**config.mk**
```make
export PLATFORM = sky130hd
export DESIGN_NAME = audtx_fifo
export DESIGN_NICKNAME = d
export VERILOG_FILES = /design/src/rtl/audtx_pkg.sv /design/src/rtl/audtx_ctrl.sv /design/src/rtl/audtx_pack.sv /design/src/rtl/audtx_store.sv /design/src/rtl/audtx_fifo.sv
export SDC_FILE = /design/constraint.sdc
export NUM_CORES = 1
export LEC_CHECK = 0
export ABC_AREA = 0
export BUFFER_PORTS_ARGS = -buffer_cell sky130_fd_sc_hd__buf_2
export CELL_PAD_IN_SITES_DETAIL_PLACEMENT = 1
export CELL_PAD_IN_SITES_GLOBAL_PLACEMENT = 2
export CORE_MARGIN = 10
export CORE_UTILIZATION = 42
export DETAILED_ROUTE_END_ITERATION = 10
export GPL_TIMING_DRIVEN = 0
export PLACE_DENSITY = 0.78
export SYNTH_ARGS = -nofsm -noshare
export SYNTH_HDL_FRONTEND = slang
export SYNTH_HIERARCHICAL = 1
export SYNTH_SLANG_ARGS = --single-unit
```
**constraint.sdc**
```tcl
create_clock -name clk -period 14.8 [get_ports clk]
set_clock_uncertainty 0.1 [all_clocks]
set_input_delay 2.96 -clock clk [delete_from_list [all_inputs] [get_ports clk]]
set_output_delay 2.96 -clock clk [all_outputs]
set_load 0.02 [all_outputs]
```
**src/rtl/audtx_pkg.sv**
```systemverilog
`timescale 1ns/1ps
package audtx_pkg;

    localparam int SMP_W  = 20;
    localparam int WORD_W = 32;
    localparam int HALF_W = 16;
    localparam int CTL_W  = 6;

    // control word field positions
    localparam int CF_EN  = 0;
    localparam int CF_SL3 = 1;
    localparam int CF_SL4 = 2;
    localparam int CF_SZ  = 3;
    localparam int CF_CMP = 5;

    typedef enum logic [1:0] {
        SZ16 = 2'd0,
        SZ18 = 2'd1,
        SZ20 = 2'd2,
        SZ12 = 2'd3
    } size_e;

    typedef struct packed {
        logic  en;
        logic  slot3;
        logic  slot4;
        size_e size;
        logic  compact;
    } txcfg_t;

    typedef struct packed {
        logic empty;
        logic half;
        logic full;
        logic under;
    } txflags_t;

    function automatic logic [SMP_W-1:0] pad_word(size_e sz, logic [WORD_W-1:0] v);
        case (sz)
            SZ12:    return {v[11:0], 8'h00};
            SZ16:    return {v[15:0], 4'h0};
            SZ18:    return {v[17:0], 2'b00};
            default: return v[SMP_W-1:0];
        endcase
    endfunction

    function automatic logic [SMP_W-1:0] pad_half(size_e sz, logic [HALF_W-1:0] h);
        if (sz == SZ12) return {h[11:0], 8'h00};
        return {h, 4'h0};
    endfunction

endpackage

```
**src/rtl/audtx_ctrl.sv**
```systemverilog
`timescale 1ns/1ps
module audtx_ctrl
    import audtx_pkg::*;
(
    input  logic             clk,
    input  logic             rst,
    input  logic             ctl_we,
    input  logic [CTL_W-1:0] ctl_wdata,
    output txcfg_t           cfg
);
    size_e  sz_w;
    txcfg_t cfg_n;

    always_comb begin
        sz_w          = size_e'(ctl_wdata[CF_SZ +: 2]);
        cfg_n.en      = ctl_wdata[CF_EN];
        cfg_n.slot3   = ctl_wdata[CF_SL3];
        cfg_n.slot4   = ctl_wdata[CF_SL4];
        cfg_n.size    = sz_w;
        // packing two halves is only legal for the narrow sizes
        cfg_n.compact = ctl_wdata[CF_CMP] && (sz_w == SZ16 || sz_w == SZ12);
    end

    always_ff @(posedge clk) begin
        if (rst)         cfg <= '0;
        else if (ctl_we) cfg <= cfg_n;
    end


    compact_size_chk: assert property (@(posedge clk) disable iff (rst)
        cfg.compact |-> (cfg.size == SZ16 || cfg.size == SZ12));


    ctl_load_chk: assert property (@(posedge clk) disable iff (rst)
        ctl_we |=> (cfg.size == size_e'($past(ctl_wdata[CF_SZ +: 2]))
                    && cfg.en == $past(ctl_wdata[CF_EN])));

endmodule

```
**src/rtl/audtx_pack.sv**
```systemverilog
`timescale 1ns/1ps
module audtx_pack
    import audtx_pkg::*;
(
    input  txcfg_t            cfg,
    input  logic [WORD_W-1:0] wdata,
    output logic [1:0]        cnt,
    output logic [SMP_W-1:0]  s0,
    output logic [SMP_W-1:0]  s1
);
    always_comb begin
        if (cfg.compact) begin
            cnt = 2'd2;
            s0  = pad_half(cfg.size, wdata[HALF_W-1:0]);
            s1  = pad_half(cfg.size, wdata[WORD_W-1:HALF_W]);
        end else begin
            cnt = 2'd1;
            s0  = pad_word(cfg.size, wdata);
            s1  = '0;
        end
    end
endmodule

```
**src/rtl/audtx_store.sv**
```systemverilog
`timescale 1ns/1ps
module audtx_store
    import audtx_pkg::*;
#(
    parameter int DEPTH = 8
) (
    input  logic                     clk,
    input  logic                     rst,
    input  logic                     push_req,
    input  logic [1:0]               push_cnt,
    input  logic [SMP_W-1:0]         push_s0,
    input  logic [SMP_W-1:0]         push_s1,
    input  logic                     drain_ok,
    input  logic                     cdc_ready,
    output logic                     cdc_valid,
    output logic [SMP_W-1:0]         cdc_left,
    output logic [SMP_W-1:0]         cdc_right,
    output logic [$clog2(DEPTH):0]   level,
    output txflags_t                 flags
);
    localparam int AW   = $clog2(DEPTH);
    localparam int LW   = AW + 1;
    localparam int EW   = LW + 1;
    localparam int HALF = DEPTH / 2;

    logic [SMP_W-1:0] mem [DEPTH];
    logic [AW-1:0]    wr_ptr, rd_ptr;
    logic             draining;
    logic [EW-1:0]    mid, lvl_a, lvl_b;
    logic             push_ok, pop;
    txflags_t         flags_n;

    always_comb begin
        mid       = {1'b0, level} + EW'(push_cnt);
        push_ok   = push_req && (mid <= EW'(DEPTH));
        cdc_valid = drain_ok && (level >= LW'(2))
                    && (draining || level >= LW'(HALF));
        pop       = cdc_valid && cdc_ready;
        lvl_a     = push_ok ? mid : {1'b0, level};
        lvl_b     = pop ? lvl_a - EW'(2) : lvl_a;

        // write effects first, drain effects last
        flags_n = flags;
        if (push_ok) begin
            if (mid != '0) begin
                flags_n.empty = 1'b0;
                flags_n.under = 1'b0;
            end
            if (mid >= EW'(HALF))  flags_n.half = 1'b0;
            if (mid >= EW'(DEPTH)) flags_n.full = 1'b1;
        end
        if (pop) begin
            flags_n.full = 1'b0;
            if (lvl_b <= EW'(HALF)) flags_n.half = 1'b1;
            if (lvl_b == '0) begin
                flags_n.empty = 1'b1;
                flags_n.under = 1'b1;
            end
        end
    end

    assign cdc_left  = mem[rd_ptr];
    assign cdc_right = mem[rd_ptr + AW'(1)];

    always_ff @(posedge clk) begin
        if (push_ok) begin
            mem[wr_ptr] <= push_s0;
            if (push_cnt == 2'd2) mem[wr_ptr + AW'(1)] <= push_s1;
        end
    end

    always_ff @(posedge clk) begin
        if (rst) begin
            wr_ptr   <= '0;
            rd_ptr   <= '0;
            level    <= '0;
            draining <= 1'b0;
            flags    <= '{empty: 1'b1, half: 1'b1, full: 1'b0, under: 1'b0};
        end else begin
            level    <= lvl_b[LW-1:0];
            if (push_ok) wr_ptr <= wr_ptr + AW'(push_cnt);
            if (pop)     rd_ptr <= rd_ptr + AW'(2);
            draining <= pop && (lvl_b >= EW'(2));
            flags    <= flags_n;
        end
    end


    level_bound_chk: assert property (@(posedge clk) disable iff (rst)
        level <= LW'(DEPTH));


    drop_hold_chk: assert property (@(posedge clk) disable iff (rst)
        (push_req && ({1'b0, level} + EW'(push_cnt) > EW'(DEPTH)) && !(cdc_valid && cdc_ready))
        |=> $stable(level));


    full_level_chk: assert property (@(posedge clk) disable iff (rst)
        flags.full == (level == LW'(DEPTH)));


    empty_level_chk: assert property (@(posedge clk) disable iff (rst)
        flags.empty == (level == '0));


    drain_start_chk: assert property (@(posedge clk) disable iff (rst)
        $rose(cdc_valid) |-> (level >= LW'(HALF) && drain_ok));


    pair_avail_chk: assert property (@(posedge clk) disable iff (rst)
        cdc_valid |-> level >= LW'(2));


    refuse_hold_chk: assert property (@(posedge clk) disable iff (rst)
        (cdc_valid && !cdc_ready) |=> ($stable(cdc_left) && $stable(cdc_right)));

endmodule

```
**src/rtl/audtx_fifo.sv**
```systemverilog
`timescale 1ns/1ps
module audtx_fifo
    import audtx_pkg::*;
#(
    parameter int DEPTH = 8
) (
    input  logic                   clk,
    input  logic                   rst,
    input  logic                   ctl_we,
    input  logic [5:0]             ctl_wdata,
    input  logic                   smp_we,
    input  logic [31:0]            smp_wdata,
    input  logic                   cdc_ready,
    output logic                   cdc_valid,
    output logic [19:0]            cdc_left,
    output logic [19:0]            cdc_right,
    output logic [$clog2(DEPTH):0] fill_level,
    output logic                   st_empty,
    output logic                   st_half,
    output logic                   st_full,
    output logic                   st_underrun
);
    txcfg_t           cfg;
    txflags_t         flags;
    logic [1:0]       p_cnt;
    logic [SMP_W-1:0] p_s0, p_s1;
    logic             drain_ok;

    audtx_ctrl u_ctrl (
        .clk       (clk),
        .rst       (rst),
        .ctl_we    (ctl_we),
        .ctl_wdata (ctl_wdata),
        .cfg       (cfg)
    );

    audtx_pack u_pack (
        .cfg   (cfg),
        .wdata (smp_wdata),
        .cnt   (p_cnt),
        .s0    (p_s0),
        .s1    (p_s1)
    );

    assign drain_ok = cfg.en && (cfg.slot3 || cfg.slot4);

    audtx_store #(.DEPTH(DEPTH)) u_store (
        .clk       (clk),
        .rst       (rst),
        .push_req  (smp_we),
        .push_cnt  (p_cnt),
        .push_s0   (p_s0),
        .push_s1   (p_s1),
        .drain_ok  (drain_ok),
        .cdc_ready (cdc_ready),
        .cdc_valid (cdc_valid),
        .cdc_left  (cdc_left),
        .cdc_right (cdc_right),
        .level     (fill_level),
        .flags     (flags)
    );

    assign st_empty    = flags.empty;
    assign st_half     = flags.half;
    assign st_full     = flags.full;
    assign st_underrun = flags.under;

endmodule

```
==> results.yml <==
detailed_routing:
  vias: 7385
  wl_met1_mm: 13.8
  top_layer: "met4"
  drc_errors: 0
  drtAntennaViolNets: 0
  wirelength_mm: 32.9
  avgViaCountPerCell: 6.04
  first_iter_violations: 475
  wl_met2_mm: 17.1
  dr.pass1.iters: 5
  wl_met3_mm: 1.39
  wl_per_cell_um: 26.9
die:
  die_w_um: 178
  rows: 57
  die_area_um2: 31800
  core_um2: 24500
  initial_core_util: 0.430
  fp.dieH_um: 178
  ios: 92
placement:
  gp_congestion: 0.842
  place_area_um2: 11600
  io_buffer_count: 89
  dp_hpwl_mm: 23.9
synthesis:
  synth_flop_cell: "edfxtp_1"
  yosys.area.top_type: "edfxtp_1"
  postSynth.asyncResetShare: 0
  syn_inst: 767
  yosysSeqAreaShare: 0.498
  synth_top_area_frac: 0.456
  synth_seq_cells: 182
  synthTopCellsByArea: "edfxtp_1 46%, mux2_4 11%, mux4_2 8.5%, o2bb2ai_1 6.7%, dfxtp_1 4.2%"
  synth_warnings: 6
  avgSynthCellArea_um2: 13.7
  synth_area_um2: 10500
  synth_edf_count: 160
  synth.distinct_cells: 69
critical_path:
  end_kind: "register"
  criticalPathCategory: "in -> reg"
  critPathMaxFanout: 11
  start_kind: "input pin"
  crit_required_ns: 14.84
  worstPathArrival_ns: 5.26
cells_and_area:
  drive_gt1_frac: 0.362
  n_fill_cell: 2529
  antenna_cells: 0
  layout.nets: 936
  syn2layout_area_growth_pct: 15.8
  final_design_area_no_fill_um2: 12200
  final_util: 0.498
global_route:
  grt_max_degree: 21
  grt_pass1_wl_mm: 49.9
  grt_pass1_vias: 8085
  grt_use_total: 0.209
  grt-ovfl-total: 0
  antenna_found_initial: 0
timing:
  max_freq_mhz: 192
  tns_ns: 0
  worst_pin_slew_ns: 1.30
  hold_viol: 0
  slew_violations: 0
  grt_setup_unrepaired: "no"
  setup_viol: 0
  slew_headroom: 0.127
  timing.final.crit_period_ns: 5.22
  fin_crit_sh: 0.353
power:
  switching_share: 0.284
  power_density_nw_per_um2: 106
  ir_drop_mv: 0.0771
  power.leakage_nw: 4.23
  p_comb_frac: 0.179
  internal_power_mw: 0.924
  p_sw_mw: 0.366
  p_seq_frac: 0.465
  pwr-share-clk: 0.356
clock_network:
  clk_pin_slew_ns: 0.08
  holdBufCountCts: 0
  clock_sinks: 182
  worstSkewPairLatency_ns: 0.44
  htree_levels: 4
  cts_made_buffers: 17
  clock_path_buffers: 2
  cts_root_buf: "clkbuf_16"
  cts_setup_buffers: 0
  tritoncts: "done"
  cts_resized: 0
min_path:
  hp-class: "reg -> reg"
flow_run:
  drv_cap: 0
outcome:
  outcome: "complete, no violations"
==> flip-flops by register name (all words and copies together), names as in the netlist, named ones only <==
name / flops
u_store/rd_ptr: 2
u_store/draining: 1
u_store/wr_ptr: 3
u_ctrl/cfg: 6
u_store/level: 4
u_store/mem: 160
u_store/flags: 4
==> cell type report <==
type	count	area, um^2	area share
Clock buffer	17	425	0.0349
Buffer	67	442	0.0362
Timing Repair Buffer	97	578	0.0474
Tap cell	324	405	0.0332
Multi-Input combinational cell	509	4880	0.400
Inverter	12	45.0	0.00369
Clock inverter	15	181	0.0149
Sequential cell	182	5250	0.430
==> power groups by stage <==
| stage | clock network, mW | logic, mW | registers, mW |
|---|---|---|---|
| 2_1_floorplan | 0 | 0.152 | 0.609 |
| 3_3_place_gp | 0 | 0.213 | 0.611 |
| 3_5_place_dp | 0 | 0.230 | 0.611 |
| 4_1_cts | 0.467 | 0.231 | 0.600 |
| 5_1_grt | 0.489 | 0.247 | 0.602 |
| 6_report | 0.460 | 0.231 | 0.599 |
==> layer usage <==
| layer | vias to the layer above | global-route usage |
|---|---|---|
| met1 | 3883 | 0.257 |
| li1 | 3268 | - |
| met5 | - | 0 |
| met4 | 0 | 0.0589 |
| met2 | 192 | 0.371 |
| met3 | 42 | 0.0313 |
==> synthesized netlist by cell type (6+ instances only) <==
| cell | number |
|---|---|
| o21ai_1 | 9 |
| clkbuf_1 | 17 |
| buf_2 | 24 |
| inv_1 | 11 |
| mux4_2 | 40 |
| a21oi_1 | 24 |
| mux2_4 | 80 |
| buf_6 | 10 |
| o22a_1 | 12 |
| o2bb2ai_1 | 81 |
| nor2_1 | 18 |
| buf_4 | 14 |
| mux2i_1 | 41 |
| dfxtp_1 | 22 |
| nand2_1 | 78 |
| o22ai_1 | 8 |
| edfxtp_1 | 160 |
| nand3_1 | 7 |
| nor3_1 | 6 |
| o21ai_0 | 15 |
| and3_1 | 8 |
==> cell usage in the layout, fill, tap and decap left out, types with 4 or more instances in the layout <==
cell type	netlist	routed
a21oi_1	24	24
and2_1	4	4
and3_1	8	8
buf_2	24	113
buf_4	14	14
buf_6	10	10
buf_8	0	7
clkbuf_1	17	17
clkbuf_16	0	17
clkinv_4	0	4
clkinv_8	0	5
conb_1	1	4
dfxtp_1	22	22
edfxtp_1	160	160
ha_1	5	5
inv_1	11	11
inv_8	0	5
mux2_4	80	80
mux2i_1	41	41
mux4_2	40	40
nand2_1	78	78
nand2b_1	4	4
nand3_1	7	7
nor2_1	18	18
nor3_1	6	6
nor3_2	4	4
o21ai_0	15	13
o21ai_1	9	8
o22a_1	12	12
o22ai_1	8	5
o2bb2ai_1	81	81
xor2_1	4	4
==> cell families after synthesis <==
family / after synthesis / synth area share
AND/OR/NAND/NOR: 146 / 0.0660
other: 1 / 0.000356
XOR/XNOR: 7 / 0.00582
AO/OA/AOI/OAI: 184 / 0.136
flip-flops: 182 / 0.498
adder cells (fa/ha/maj): 7 / 0.00973
multiplexers: 161 / 0.238
buffers and inverters: 79 / 0.0462
==> worst max-delay path: stages <==
cell	delay, ns
clkbuf_1	0.31
and2_1	0.35
a21o_1	0.22
buf_2	0.25
nand2_1	0.21
o22ai_2	0.69
buf_8	0.25
==> stage by stage <==
step	power, mW	hold slack [ns]	setup WS, ns	cells
detailed placement	0.842	0.395	9.16	1191
global placement	0.823	0.370	7.03	1183
global route	1.34	0.439	9.48	1223
finish	1.29	0.409	9.58	1223
CTS	1.30	0.413	9.63	1223
floorplan	0.761	0.355	8.76	770
==> path summary, 6_finish.rpt <==
path	start	end	slack, ns	cells past startpoint
max	smp_we	u_store/mem[7][5]	9.58	7
min	u_store/flags[3]	u_store/flags[3]	0.41	2
max reg2reg	u_ctrl/cfg[0]	u_store/mem[7][5]	10.08	12
min reg2reg	u_store/flags[3]	u_store/flags[3]	0.41	2
No activity file was read; power rests on OpenSTA's default activity.
